$ cat config.mk
export PLATFORM = sky130hd
export DESIGN_NAME = dith_engine
export DESIGN_NICKNAME = d
export VERILOG_FILES = /design/src/rtl/dith_pkg.sv /design/src/rtl/dith_frame_ctr.sv /design/src/rtl/dith_pos_hash.sv /design/src/rtl/dith_chan_slice.sv /design/src/rtl/dith_engine.sv
export SDC_FILE = /design/constraint.sdc
export NUM_CORES = 1
export LEC_CHECK = 0
export BUFFER_PORTS_ARGS = -buffer_cell sky130_fd_sc_hd__buf_4
export CAP_MARGIN = 30
export CORE_UTILIZATION = 60
export CTS_BUF_LIST = sky130_fd_sc_hd__clkbuf_8
export DETAILED_ROUTE_END_ITERATION = 8
export GPL_TIMING_DRIVEN = 0
export PLACE_DENSITY = 0.94
export RECOVER_POWER = 50
export SYNTH_ARGS = -nofsm -noshare
export SYNTH_HDL_FRONTEND = slang
export SYNTH_SLANG_ARGS = --single-unit
$ cat constraint.sdc
create_clock -name clk -period 20.4 [get_ports clk]
set_clock_uncertainty 0.1 [all_clocks]
set_input_delay 4.08 -clock clk [delete_from_list [all_inputs] [get_ports clk]]
set_output_delay 4.08 -clock clk [all_outputs]
set_load 0.02 [all_outputs]
$ cat src/rtl/dith_pkg.sv
package dith_pkg;

  localparam int unsigned CYCLE_LEN = 15;
  localparam int unsigned CODE_W    = 4;
  localparam int unsigned NUM_CH    = 3;
  localparam int unsigned CH_STEP   = 5;
  localparam int unsigned HX_MUL    = 4;
  localparam int unsigned HY_MUL    = 7;

  typedef logic [CODE_W-1:0] code_t;

  // Reduce a small sum into the 15-frame ring.
  function automatic code_t ring15(input logic [7:0] v);
    logic [7:0] r;
    r = v % 8'd15;
    return r[3:0];
  endfunction

  // Map a code to the number of lit frames per cycle; 8 folds onto 7.
  function automatic code_t code_to_ontime(input code_t c);
    return (c == 4'd8) ? 4'd7 : c;
  endfunction

  // Spatial phase from the low coordinate bits.
  function automatic code_t pos_hash(input logic [3:0] xl, input logic [3:0] yl);
    logic [7:0] s;
    s = 8'(HX_MUL) * {4'd0, xl} + 8'(HY_MUL) * {4'd0, yl};
    return ring15(s);
  endfunction

  // Combined phase of frame, position and channel offset.
  function automatic code_t phase_of(input code_t frame, input code_t h,
                                     input code_t ofs);
    return ring15({4'd0, frame} + {4'd0, h} + {4'd0, ofs});
  endfunction

  function automatic logic lit(input code_t ph, input code_t code);
    return ph < code_to_ontime(code);
  endfunction

endpackage

$ cat src/rtl/dith_frame_ctr.sv
module dith_frame_ctr
  import dith_pkg::*;
(
  input  logic  clk,
  input  logic  rst_n,
  input  logic  frame_start,
  output code_t frame_idx,
  output logic  wrap_evt
);

  code_t cnt_q;

  assign wrap_evt  = frame_start && (cnt_q == code_t'(CYCLE_LEN - 1));
  assign frame_idx = cnt_q;

  always_ff @(posedge clk) begin
    if (!rst_n)
      cnt_q <= '0;
    else if (frame_start)
      cnt_q <= wrap_evt ? '0 : cnt_q + 4'd1;
  end

  // index never leaves the 15-frame ring
  a_r4_idx_range: assert property (@(posedge clk) disable iff (!rst_n)
    cnt_q < code_t'(CYCLE_LEN));

  // one step per frame pulse, wrapping after 14
  a_r4_idx_step: assert property (@(posedge clk) disable iff (!rst_n)
    frame_start |=> (cnt_q == (($past(cnt_q) == 4'd14) ? 4'd0 : $past(cnt_q) + 4'd1)));

  // held between frame pulses
  a_r4_idx_hold: assert property (@(posedge clk) disable iff (!rst_n)
    !frame_start |=> $stable(cnt_q));

endmodule

$ cat src/rtl/dith_pos_hash.sv
module dith_pos_hash
  import dith_pkg::*;
#(
  parameter int unsigned XW = 10,
  parameter int unsigned YW = 10,
  parameter int unsigned HASH_BITS = 2
) (
  input  logic [XW-1:0] pix_x,
  input  logic [YW-1:0] pix_y,
  output code_t         hash
);

  logic [3:0] x_low;
  logic [3:0] y_low;

  always_comb begin
    x_low = '0;
    y_low = '0;
    x_low[HASH_BITS-1:0] = pix_x[HASH_BITS-1:0];
    y_low[HASH_BITS-1:0] = pix_y[HASH_BITS-1:0];
  end

  assign hash = pos_hash(x_low, y_low);

  // hash is a phase inside the ring
  always_comb begin
    a_r5_hash_range: assert (hash < code_t'(CYCLE_LEN));
  end

endmodule

$ cat src/rtl/dith_chan_slice.sv
module dith_chan_slice
  import dith_pkg::*;
#(
  parameter int unsigned CH_OFS = 0
) (
  input  logic  clk,
  input  logic  rst_n,
  input  logic  take,
  input  code_t code,
  input  code_t frame_idx,
  input  code_t hash,
  output logic  bit_q
);

  localparam code_t OFS = code_t'(CH_OFS % CYCLE_LEN);

  code_t phase;
  logic  on_now;

  assign phase  = phase_of(frame_idx, hash, OFS);
  assign on_now = take && lit(phase, code);

  always_ff @(posedge clk) begin
    if (!rst_n) bit_q <= 1'b0;
    else        bit_q <= on_now;
  end

  // code 0 stays dark
  a_r2_code0_dark: assert property (@(posedge clk) disable iff (!rst_n)
    (take && code == 4'd0) |=> !bit_q);

  // code 15 always lit
  a_r2_code15_lit: assert property (@(posedge clk) disable iff (!rst_n)
    (take && code == 4'd15) |=> bit_q);

  // a channel not taken stays dark
  a_r8_idle_dark: assert property (@(posedge clk) disable iff (!rst_n)
    !take |=> !bit_q);

endmodule

$ cat src/rtl/dith_engine.sv
module dith_engine
  import dith_pkg::*;
#(
  parameter int unsigned XW = 10,
  parameter int unsigned YW = 10,
  parameter int unsigned HASH_BITS = 2
) (
  input  logic          clk,
  input  logic          rst_n,
  input  logic          frame_start,
  input  logic          pix_valid,
  input  logic          color_mode,
  input  logic [3:0]    code_r,
  input  logic [3:0]    code_g,
  input  logic [3:0]    code_b,
  input  logic [XW-1:0] pix_x,
  input  logic [YW-1:0] pix_y,
  output logic          out_valid,
  output logic [2:0]    out_bits
);

  code_t frame_idx;
  logic  wrap_evt;
  code_t hash;
  code_t codes [NUM_CH];
  logic  ch_take [NUM_CH];

  assign codes[0] = code_r;
  assign codes[1] = code_g;
  assign codes[2] = code_b;

  dith_frame_ctr u_frame (
    .clk         (clk),
    .rst_n       (rst_n),
    .frame_start (frame_start),
    .frame_idx   (frame_idx),
    .wrap_evt    (wrap_evt)
  );

  dith_pos_hash #(
    .XW        (XW),
    .YW        (YW),
    .HASH_BITS (HASH_BITS)
  ) u_hash (
    .pix_x (pix_x),
    .pix_y (pix_y),
    .hash  (hash)
  );

  for (genvar k = 0; k < NUM_CH; k++) begin : g_ch
    if (k == 0) begin : g_base
      assign ch_take[k] = pix_valid;
    end else begin : g_color
      assign ch_take[k] = pix_valid && color_mode;
    end

    dith_chan_slice #(
      .CH_OFS (k * CH_STEP)
    ) u_slice (
      .clk       (clk),
      .rst_n     (rst_n),
      .take      (ch_take[k]),
      .code      (codes[k]),
      .frame_idx (frame_idx),
      .hash      (hash),
      .bit_q     (out_bits[k])
    );
  end

  always_ff @(posedge clk) begin
    if (!rst_n) out_valid <= 1'b0;
    else        out_valid <= pix_valid;
  end

  // one-cycle latency on the valid flag
  a_r7_latency: assert property (@(posedge clk) disable iff (!rst_n)
    pix_valid |=> out_valid);

  a_r7_no_spurious: assert property (@(posedge clk) disable iff (!rst_n)
    !pix_valid |=> !out_valid);

  // monochrome leaves bits 2:1 dark
  a_r6_mono_upper_dark: assert property (@(posedge clk) disable iff (!rst_n)
    (pix_valid && !color_mode) |=> (out_bits[2:1] == 2'b00));

  // no lit bit without valid
  a_r8_bits_need_valid: assert property (@(posedge clk) disable iff (!rst_n)
    !out_valid |-> (out_bits == 3'b000));

endmodule

Word-level counts from Yosys, hierarchy flattened --
Index checks and enable logic that the tools add are counted. Widths: inputs -> output; s select.
Operators by class: add/subtract/negate cells 5, reductions and logical operators 5, eq/ne operators 4, multipliers 1, magnitude comparators 3, div/mod/pow operators 4, muxes and demuxes 4
Operators by type and width (count):
- $mod 8x4->8 const B | 4
- $eq 4x4->1 const B | 4
- $mux 4 | 4
- $lt 4x4->1 | 3
- $add 4x7->8 | 1
- $add 8x3->8 const B | 1
- $add 8x4->8 const B | 1
- $add 4x4->5 | 1
- $logic_and 1x1->1 | 5
- $mul 3x2->5 const A | 1
- $add 4x1->4 const B | 1
Word-level totals: input port bits 37, register bits 8, output and inout port bits 4, word-level logic and storage cells 31

Depth between registers and ports, before layout --
Gate-level depths: netlist of run 1.
depth in word-level cells 8, depth in mapped cells 38, mapped depth without buffers 38

Cells and area by module --
A second synthesis of run 1 with hierarchy kept.
Second synthesis, totals: cells, all modules 336, area total of the unflattened synthesis 2687.6 um^2
Modules (own cells, without submodules):
- dith_chan_slice (g_ch[2].u_slice) | cells each 99, seq. area each 20.0 um^2, times used 1, area an instance 721.9 um^2
- dith_chan_slice (g_ch[1].u_slice) | cells each 87, seq. area each 20.0 um^2, times used 1, area an instance 673.1 um^2
- dith_pos_hash | cells each 63, seq. area each 0.0 um^2, times used 1, area an instance 533.0 um^2
- dith_chan_slice (g_ch[0].u_slice) | cells each 62, seq. area each 20.0 um^2, times used 1, area an instance 513.0 um^2
- dith_frame_ctr | cells each 22, seq. area each 80.1 um^2, times used 1, area an instance 214.0 um^2
- dith_engine | cells each 3, seq. area each 20.0 um^2, times used 1, area an instance 32.5 um^2

Least setup slack after synthesis of run 1 --
Ideal clock, no wire load.
path kind input to register, from input pix_y[0], to register g_ch[1].u_slice.bit_q, data required time 20.178 ns, stages on the path 37, setup time 0.122 ns, setup slack 8.590 ns, arrival 11.587 ns, path buffers 1, cells stage by stage inv_1 > ha_1 > inv_1 > ha_1 > inv_1 > fa_1 > xor2_1 > nor2_1 > a21boi_0 > ha_1 > a21oi_1 > nor3_1 > mux2i_1 > xnor2_1 > ha_1 > inv_1 > o311ai_1 > mux2_2 > fa_1 > ha_1 > clkbuf_1 > nand2_1 > nand2b_1 > ha_1 > nand2_1 > or3_1 > a2111oi_0 > nor2_1 > xnor2_1 > ha_1 > a31oi_1 > mux2_1 > ha_1 > inv_1 > a41o_1 > o31ai_1 > nand2_1
On the way: longest elaborated chain between the ends 8
RTL lines:
- start: declaration | line dith_engine.sv:17 | input logic [YW-1:0] pix_y,
- $mul 3x2->5 | line dith_pkg.sv:27 | s = 8'(HX_MUL) * {4'd0, xl} + 8'(HY_MUL) * {4'd0, yl};
- $add 4x7->8 | line dith_pkg.sv:27
- $mod 8x4->8 | line dith_pkg.sv:15 | r = v % 8'd15;
- $add 4x4->5 | line dith_pkg.sv:34 | return ring15({4'd0, frame} + {4'd0, h} + {4'd0, ofs});
- $add 8x3->8 | line dith_pkg.sv:34
- $mod 8x4->8 | line dith_pkg.sv:15
- $lt 4x4->1 | line dith_pkg.sv:38 | return ph < code_to_ontime(code);
- $logic_and 1x1->1 | line dith_chan_slice.sv:21 | assign on_now = take && lit(phase, code);
- end signal: assignment | line dith_chan_slice.sv:25 | else bit_q <= on_now;
- end: declaration | line dith_chan_slice.sv:12 | output logic bit_q
Every way passes these cells. A chain may end at the register's enable or synchronous reset.

Final worst setup path of run 1 --
Ends and elaborated chain as after synthesis.

==> run_results.csv, run 1 <==
group,metric,value,unit
route,drtIter0Drc,134,
die,num_io_pins,41,
sta,grt_setup_unrepaired,"false",
yosys,yosys_warnings,0,
place,gp_congestion,0.906,
power,power_density,118,nW/um^2
sta,post-route-min-period,13.03,ns
sta,hold_violations,0,
sta,setup_viol,0,
route,final_antenna_net_count,0,
cts,cts_resized,0,
route,routed_wl,4850,um
cells_and_area,final_common_cell,"ha_1",
cts,cts_num_sinks,8,
die,dieArea,3810,um^2
cts,cts_buffer_depth,2,
cells_and_area,num-nets-final,393,
sta,finalMaxSlewViolations,0,
sta,tightest_slew,0.910,ns
place,hpwl,3900,um
cts,cts_buffers,3,
critical_path,cpPeakStageDelay,0.71,ns
grt,grt-ovfl-total,0,
cells_and_area,multiInputGateArea,1870,um^2
cts,cts_hold_buf,0,
die,coreArea,3360,um^2
grt,track_usage,26.3,%
yosys,yosysSeqAreaShare,7.49,%
cts,clock_latency,0.23,ns
worst_hold_path,worstHoldPathType,"flop to flop",
yosys,synthArstFlopShare,0,%
yosys,synth_area_leader_cell,"ha_1",
cells_and_area,final_cell_mix,"ha_1, nand2_1, nor2_1, buf_4, a21oi_1",
yosys,synthCells,291,
grt,grt_pass1_vias,1913,
critical_path,worstPathMaxFanout,10,
sta,fmax,76.7,MHz
route,via_count,2235,
route,drc,0,
yosys,synth_area_per_cell,7.35,um^2
grt,busiest_layer,"met2",
power,peakVddDrop,0.0000810,V
die,rows,21,
yosys,synth_edf_count,0,
die,die_h,61.7,um
cells_and_area,fill_cells,291,
grt,gr-usage-met2,46.9,%
cts,clkTransAtPathRegs,0.04,ns
place,placed_cells,361,
yosys,synth_cell_types,59,
grt,antenna_found_initial,0,
place,port-buffer-count,24,
critical_path,crit_path_end_kind,"flop",
cells_and_area,fin_cells,364,
yosys,yosys.area.top_type_share,19.9,%
critical_path,crit_slowest_cell,"fa_1",
sta,setup_tns,0,ns
run_status,outcome,"finished clean",
cells_and_area,n_antenna_cell,0,
power,power_leakage,1.04,nW
die,fp.dieW,61.7,um
critical_path,crit_path_start_kind,"primary input",
yosys,syn_area,2140,um^2
route,first_pass_iters,4,
cts,cts_root_buf,"clkbuf_8",
flow_run,maxCapViolCount,0,
cells_and_area,final_layout_size_suffix_gt1_share,13.8,%
sta,finalCritPeriodShare,63.9,%
grt,use_met1,34.8,%
route,vias_per_cell,6.14,
grt,gr-usage-met3,0.207,%
yosys,synthesis.nets,364,
critical_path,required,20.40,ns
yosys,synth_seq_cells,8,
die,start_util,63.6,%
sta,relSlewSlack,39.3,%
grt,grt_max_degree,11,
route,avgRoutedWirePerCell,13.3,um
critical_path,critPathMostFrequentCell,"ha_1",
yosys,synth_area_leaders,"ha_1, dfxtp_1, xnor2_1",
critical_path,crit_arrival,13.03,ns
critical_path,path_class,"primary input to flop",
cells_and_area,register_area,160,um^2
cts,cts_tree,"built",
yosys,synthFlopType,"dfxtp_1",
cells_and_area,syn_to_final_growth,12.7,%
grt,grt_pass1_wl,7770,um
cts,post_cts_buffers,0,
cts,htree_levels,1,
## final timing paths
path	startpoint	end	cells after the start	slack, ns
setup / recovery	pix_y[0]	g_ch[1].u_slice.bit_q	38	7.37
hold / removal	u_frame.frame_idx[1]	u_frame.frame_idx[1]	2	0.57
setup reg to reg	u_frame.frame_idx[0]	g_ch[1].u_slice.bit_q	20	14.70
hold reg to reg	u_frame.frame_idx[1]	u_frame.frame_idx[1]	2	0.57
## power by group
| group | switching [mW] | internal, mW |
|---|---|---|
| Clock | 0.00620 | 0.0128 |
| Sequential | 0.00120 | 0.0185 |
| Combinational | 0.141 | 0.104 |
| Total | 0.148 | 0.136 |
## metrics by stage
stage          setup WS, ns  total power [mW]  cell area (um^2)  util, %  hold slack [ns]
2_1_floorplan          8.59             0.213              2140        -            0.477
3_3_place_gp           7.60             0.252              2380     70.6            0.520
3_5_place_dp           7.27             0.262              2380     70.6            0.561
4_1_cts                7.49             0.283              2420     71.9            0.566
5_1_grt                6.61             0.315              2410     71.7            0.588
6_report               7.37             0.284              2410     71.7            0.566
## flip-flops by register name, summed over array words and instances (netlist names)
name / cells
out_valid: 1
g_ch.u_slice.bit_q: 3
u_frame.frame_idx: 4
## synthesized netlist by cell type, drive strengths merged (2+ instances only)
cell / instances
ha: 34
nand2: 26
nor2: 26
a21oi: 20
o21ai: 20
inv: 17
xnor2: 15
and2: 8
dfxtp: 8
clkbuf: 7
mux2: 7
nand3: 7
o31ai: 7
nand2b: 6
nor4: 6
a31oi: 5
mux2i: 5
nand4: 5
nor2b: 5
nor3: 5
a311oi: 4
nor3b: 4
a21o: 3
buf: 3
or3: 3
xor2: 3
a2111oi: 2
fa: 2
o211ai: 2
o21ba: 2
o22ai: 2
o311ai: 2
## critical path: cells and delay by family
family	cells	cell delay, ns
and+or+nand+nor	8	1.37
muxes	3	1.00
adders and majority gates	10	3.01
xor gates and xnor gates	3	0.80
AOI/OAI and AO/OA	7	2.12
buffers and inverters	7	0.64
## cell type report
| class | count | area share, % |
|---|---|---|
| plain buffers | 10 | 2.02 |
| clock buffers | 3 | 1.71 |
| inverters | 17 | 2.65 |
| multi-input cells | 256 | 77.4 |
| flip-flops and latches | 8 | 6.65 |
| well taps | 46 | 2.39 |
| repair buffers | 24 | 7.17 |
## routing by layer
metal  share of wire, %  vias up  wire length, um
met3                3.7        5              181
li1                   -     1131                -
met5                  0        -                0
met1                 47     1038             2300
met4                1.1        0               53
met2                 48       61             2320
## cell families after synthesis
| family | count (synthesis) | synth area share (%) |
|---|---|---|
| flip-flops | 8 | 7.49 |
| multiplexers | 12 | 6.20 |
| AND/OR/NAND/NOR | 106 | 25.2 |
| buffers and inverters | 27 | 5.27 |
| XOR/XNOR | 18 | 7.72 |
| adder cells (fa/ha/maj) | 36 | 21.8 |
| AO/OA/AOI/OAI | 84 | 26.3 |
Note: power is estimated with default switching activity, not from simulation.
==> run 2: changes to the inputs <==
--- a/config.mk
+++ b/config.mk
@@ -7,11 +7,11 @@
 export LEC_CHECK = 0
 export BUFFER_PORTS_ARGS = -buffer_cell sky130_fd_sc_hd__buf_4
 export CAP_MARGIN = 30
-export CORE_UTILIZATION = 60
+export CORE_UTILIZATION = 58
 export CTS_BUF_LIST = sky130_fd_sc_hd__clkbuf_8
 export DETAILED_ROUTE_END_ITERATION = 8
 export GPL_TIMING_DRIVEN = 0
-export PLACE_DENSITY = 0.94
+export PLACE_DENSITY = 0.91
 export RECOVER_POWER = 50
 export SYNTH_ARGS = -nofsm -noshare
 export SYNTH_HDL_FRONTEND = slang
==> constraint.sdc (replaced) <==
create_clock -name clk -period 13.3 [get_ports clk]
set_clock_uncertainty 0.1 [all_clocks]
set_input_delay 2.66 -clock clk [delete_from_list [all_inputs] [get_ports clk]]
set_output_delay 2.66 -clock clk [all_outputs]
set_load 0.02 [all_outputs]
==> run_results.csv, run 2 (synthesized netlist as in run 1, its figures left out) <==
group,metric,value,unit
route,routed_wl,4900,um
route,via_count,2229,
cells_and_area,fin_area,2410,um^2
critical_path,path_class,"primary input to flop",
sta,hold_violations,0,
cts,cts_tree,"built",
cells_and_area,n_antenna_cell,0,
sta,post-route-min-period,11.57,ns
place,pre_cts_ws,1.64,ns
sta,relSlewSlack,41.2,%
run_status,outcome,"finished clean",
sta,hold_slack,0.531,ns
sta,fmax,86.5,MHz
route,wl_met1,2350,um
die,dieArea,3930,um^2
critical_path,crit_arrival,11.56,ns
grt,grt_max_degree,11,
route,wl_met3,224,um
cells_and_area,register_area,160,um^2
cells_and_area,multiInputGateArea,1870,um^2
route,vias_per_cell,6.12,
cells_and_area,fin_cells,364,
route,first_pass_iters,5,
route,drtIter0Drc,143,
die,fp.dieW,62.7,um
place,port-buffer-count,24,
power,p_seq_share,7.0,%
place,placed_cells,361,
critical_path,reg2reg_depth,20,
die,num_io_pins,41,
power,intPower,0.208,mW
die,die_h,62.7,um
cts,post_cts_buffers,0,
sta,finalMaxSlewViolations,0,
place,hpwl,3890,um
grt,track_usage,26.4,%
power,power_leakage,1.04,nW
cts,cts_buffer_depth,2,
grt,grt_pass1_wl,8710,um
route,drc,0,
critical_path,crit_path_end_kind,"flop",
worst_hold_path,worstHoldPathType,"flop to flop",
cts,cts_hold_buf,0,
die,start_util,62.1,%
route,wl_met2,2280,um
route,avgRoutedWirePerCell,13.5,um
cells_and_area,final_cell_mix,"ha_1, nand2_1, nor2_1, buf_4, a21oi_1",
cts,clkTransAtPathRegs,0.04,ns
power,power,0.436,mW
cts,cts_root_buf,"clkbuf_8",
route,highest_layer,"met4",
critical_path,worstPathMaxFanout,10,
route,final_antenna_net_count,0,
power,switching_share,52.3,%
cells_and_area,final_common_cell,"ha_1",
power,power_density,181,nW/um^2
die,coreArea,3440,um^2
power,peakVddDrop,0.000142,V
sta,finalCritPeriodShare,87.0,%
sta,setup_tns,0,ns
cts,cts_buffers,3,
power,p_comb_share,86.2,%
cts,cts_resized,0,
sta,finalWorstSetupSlack,1.73,ns
die,rows,21,
critical_path,required,13.30,ns
flow_run,maxCapViolCount,0,
grt,grt_pass1_vias,2063,
grt,antenna_found_initial,0,
critical_path,critPathMostFrequentCell,"ha_1",
cts,clock_latency,0.23,ns
cells_and_area,fill_cells,304,
cts,htree_levels,1,
cells_and_area,final_layout_size_suffix_gt1_share,13.8,%
cells_and_area,largest_reg_flops,4,
grt,grt-ovfl-total,0,
place,gp_congestion,0.901,
cells_and_area,fin_util,70.0,%
critical_path,crit_slowest_cell,"fa_1",
critical_path,crit_path_start_kind,"primary input",
critical_path,cpPeakStageDelay,0.71,ns
cells_and_area,syn_to_final_growth,12.7,%
worst_hold_path,holdPathStages,2,
sta,setup_viol,0,
place,dpl-instance-area,2380,um^2
sta,tightest_slew,0.882,ns
sta,grt_setup_unrepaired,"false",
cells_and_area,num-nets-final,393,
power,p_sw,0.228,mW
power,p_clk_share,6.8,%
cts,cts_num_sinks,8,
run 2: cell counts in the layout (fill, tap and decap cells not counted):
Identical to the previous run, type by type.
run 2: worst paths after layout:
kind                                           start  slack [ns]                     to
worst max register to register  u_frame.frame_idx[0]        7.62  g_ch[1].u_slice.bit_q
worst min-delay path            u_frame.frame_idx[0]        0.53   u_frame.frame_idx[0]
worst min register to register  u_frame.frame_idx[0]        0.53   u_frame.frame_idx[0]
worst max-delay path                        pix_y[0]        1.73  g_ch[1].u_slice.bit_q
run 2: power groups by stage:
stage	Sequential (mW)	Combinational, mW	Clock [mW]
2_1_floorplan	0.0305	0.296	0
3_3_place_gp	0.0306	0.358	0
3_5_place_dp	0.0310	0.370	0
4_1_cts	0.0306	0.373	0.0294
5_1_grt	0.0311	0.425	0.0299
6_report	0.0305	0.376	0.0295
run 2: area by class of cell:
| type | count | share of cell area, % |
|---|---|---|
| Timing Repair Buffer | 24 | 7.17 |
| Tap cell | 46 | 2.39 |
| Clock buffer | 3 | 1.71 |
| Inverter | 17 | 2.65 |
| Sequential cell | 8 | 6.65 |
| Multi-Input combinational cell | 256 | 77.4 |
| Buffer | 10 | 2.02 |
run 2: layer usage:
layer / up-vias / track usage, %
met1: 1025 / 34.2
met3: 7 / 1.09
met5: - / 0
met4: 0 / 7.85
met2: 64 / 47.0
li1: 1133 / -
run 2: critical path, delay by kind of cell:
family	cells	cell delay (ns)
compound gates	7	2.16
xor+xnor	3	0.76
fa+ha+maj	10	2.98
buf+inv	7	0.64
mux	3	1.00
simple gates	8	1.35
==> run 3: changes to the inputs <==
--- a/config.mk
+++ b/config.mk
@@ -7,7 +7,9 @@
 export LEC_CHECK = 0
 export BUFFER_PORTS_ARGS = -buffer_cell sky130_fd_sc_hd__buf_4
 export CAP_MARGIN = 30
-export CORE_UTILIZATION = 58
+export CELL_PAD_IN_SITES_DETAIL_PLACEMENT = 1
+export CELL_PAD_IN_SITES_GLOBAL_PLACEMENT = 1
+export CORE_UTILIZATION = 42
 export CTS_BUF_LIST = sky130_fd_sc_hd__clkbuf_8
 export DETAILED_ROUTE_END_ITERATION = 8
 export GPL_TIMING_DRIVEN = 0
==> run_results.csv, run 3 (synthesized netlist as in run 1, its figures left out) <==
group,metric,value,unit
place,port-buffer-count,24,
route,drc,0,
cts,htree_levels,1,
cells_and_area,syn_to_final_growth,13.9,%
critical_path,critical-path-top-delay-family,"adder cells",
sta,tightest_slew,0.867,ns
critical_path,crit_slowest_cell,"a222oi_1",
critical_path,critPathMostFrequentCell,"ha_1",
route,first_pass_iters,4,
critical_path,required,13.37,ns
die,fp.dieW,73.4,um
die,num_io_pins,41,
cts,clock_latency,0.22,ns
sta,setup_tns,0,ns
die,dieArea,5380,um^2
die,start_util,44.4,%
grt,grt-ovfl-total,0,
grt,busiest_layer,"met2",
power,peakVddDrop,0.000111,V
sta,relSlewSlack,42.2,%
grt,gr-usage-met3,0.823,%
sta,finalCritPeriodShare,88.0,%
place,hpwl,4850,um
cts,cts_buffers,3,
critical_path,reg2reg_depth,20,
worst_hold_path,hold_end,"u_frame.frame_idx[0]",
cts,post_cts_buffers,0,
grt,use_met1,31.0,%
sta,finalMaxSlewViolations,0,
sta,setup_viol,0,
cells_and_area,largest_reg_flops,4,
place,gp_congestion,0.862,
worst_hold_path,min_from,"u_frame.frame_idx[0]",
critical_path,cpPeakStageDelay,0.80,ns
sta,post-route-min-period,11.71,ns
die,die_h,73.4,um
cts,cts_root_buf,"clkbuf_8",
sta,hold_slack,0.548,ns
power,power_leakage,1.04,nW
sta,grt_setup_unrepaired,"false",
critical_path,crit_arrival,11.78,ns
route,final_antenna_net_count,0,
cts,cts_tree,"built",
grt,grt_max_degree,11,
cells_and_area,num-nets-final,393,
cells_and_area,n_antenna_cell,0,
die,coreArea,4820,um^2
cts,cts_buffer_depth,2,
cells_and_area,final_common_cell,"ha_1",
route,via_count,2239,
grt,grt_pass1_vias,2137,
run_status,outcome,"finished clean",
die,rows,25,
grt,track_usage,23.2,%
critical_path,path_buf_inv,7,
critical_path,r2r_start,"u_frame.frame_idx[0]",
cts,clkTransAtPathRegs,0.04,ns
cells_and_area,fin_util,50.6,%
sta,hold_violations,0,
cells_and_area,fin_area,2440,um^2
grt,gr-usage-met2,42.0,%
worst_hold_path,holdPathStages,2,
route,vias_per_cell,5.82,
cts,cts_num_sinks,8,
cts,cts_resized,0,
worst_hold_path,worstHoldPathType,"flop to flop",
place,pre_cts_ws,1.40,ns
route,drtIter0Drc,57,
grt,grt_pass1_wl,10100,um
route,routed_wl,6060,um
cells_and_area,fill_cells,643,
route,avgRoutedWirePerCell,15.8,um
cells_and_area,final_cell_mix,"ha_1, nand2_1, nor2_1, buf_4, a21oi_1",
flow_run,maxCapViolCount,0,
sta,fmax,85.4,MHz
critical_path,crit_path_end_kind,"flop",
critical_path,worstPathMaxFanout,9,
cts,cts_hold_buf,0,
place,dpl-instance-area,2400,um^2
critical_path,path_class,"primary input to flop",
critical_path,rrSetupSlack,7.56,ns
sta,finalWorstSetupSlack,1.59,ns
critical_path,crit_path_start_kind,"primary input",
critical_path,timing.rr.end,"g_ch[2].u_slice.bit_q",
grt,antenna_found_initial,0,
power,power_density,184,nW/um^2
cells_and_area,final_layout_size_suffix_gt1_share,13.8,%
-- run 3: cell counts in the layout (fill, tap and decap cells not counted) --
Identical to the previous run, type by type.
-- run 3: cell type report --
type                            count  area, um^2  share of cell area (%)
Timing Repair Buffer               24         173                    7.09
Sequential cell                     8         160                    6.57
Multi-Input combinational cell    256        1870                    76.6
Clock buffer                        3        41.3                    1.69
Buffer                             10        48.8                    2.00
Inverter                           17        63.8                    2.62
Tap cell                           67        83.8                    3.44
-- run 3: worst max path at each step --
stage	start	endpoint	slack (ns)	depth (start not counted)
CTS	pix_y[0]	g_ch[1].u_slice.bit_q	1.61	38
global placement	pix_y[0]	g_ch[1].u_slice.bit_q	1.71	38
floorplan	pix_y[0]	g_ch[1].u_slice.bit_q	2.91	37
global route	pix_y[0]	g_ch[1].u_slice.bit_q	0.83	38
finish	pix_y[0]	g_ch[2].u_slice.bit_q	1.59	38
detailed placement	pix_y[0]	g_ch[1].u_slice.bit_q	1.40	38
-- run 3: through the flow --
stage / power, mW / instances
after floorplan: 0.326 / 291
after global placement: 0.395 / 382
after detailed placement: 0.414 / 382
after CTS: 0.447 / 385
after global routing: 0.498 / 385
final: 0.447 / 385
-- run 3: report_power, final --
| group | switching (mW) | internal [mW] | total [mW] | leakage, nW |
|---|---|---|---|---|
| logic | 0.226 | 0.162 | 0.388 | 0.950 |
| registers | 0.00201 | 0.0284 | 0.0305 | 0.0656 |
| clock network | 0.00901 | 0.0196 | 0.0286 | 0.0216 |
| total | 0.237 | 0.210 | 0.447 | 1.04 |
-- run 3: metal layers --
metal	part of all wire (%)	routed length, um
met5	0	0
met4	0.38	23
met3	1.4	84
met2	50	3020
met1	48	2940
-- run 3: worst min-delay path, stage by stage (launching register included) --
cell	delay, ns
dfxtp_1	0.38
a21oi_1	0.17
nor2b_1	0.05
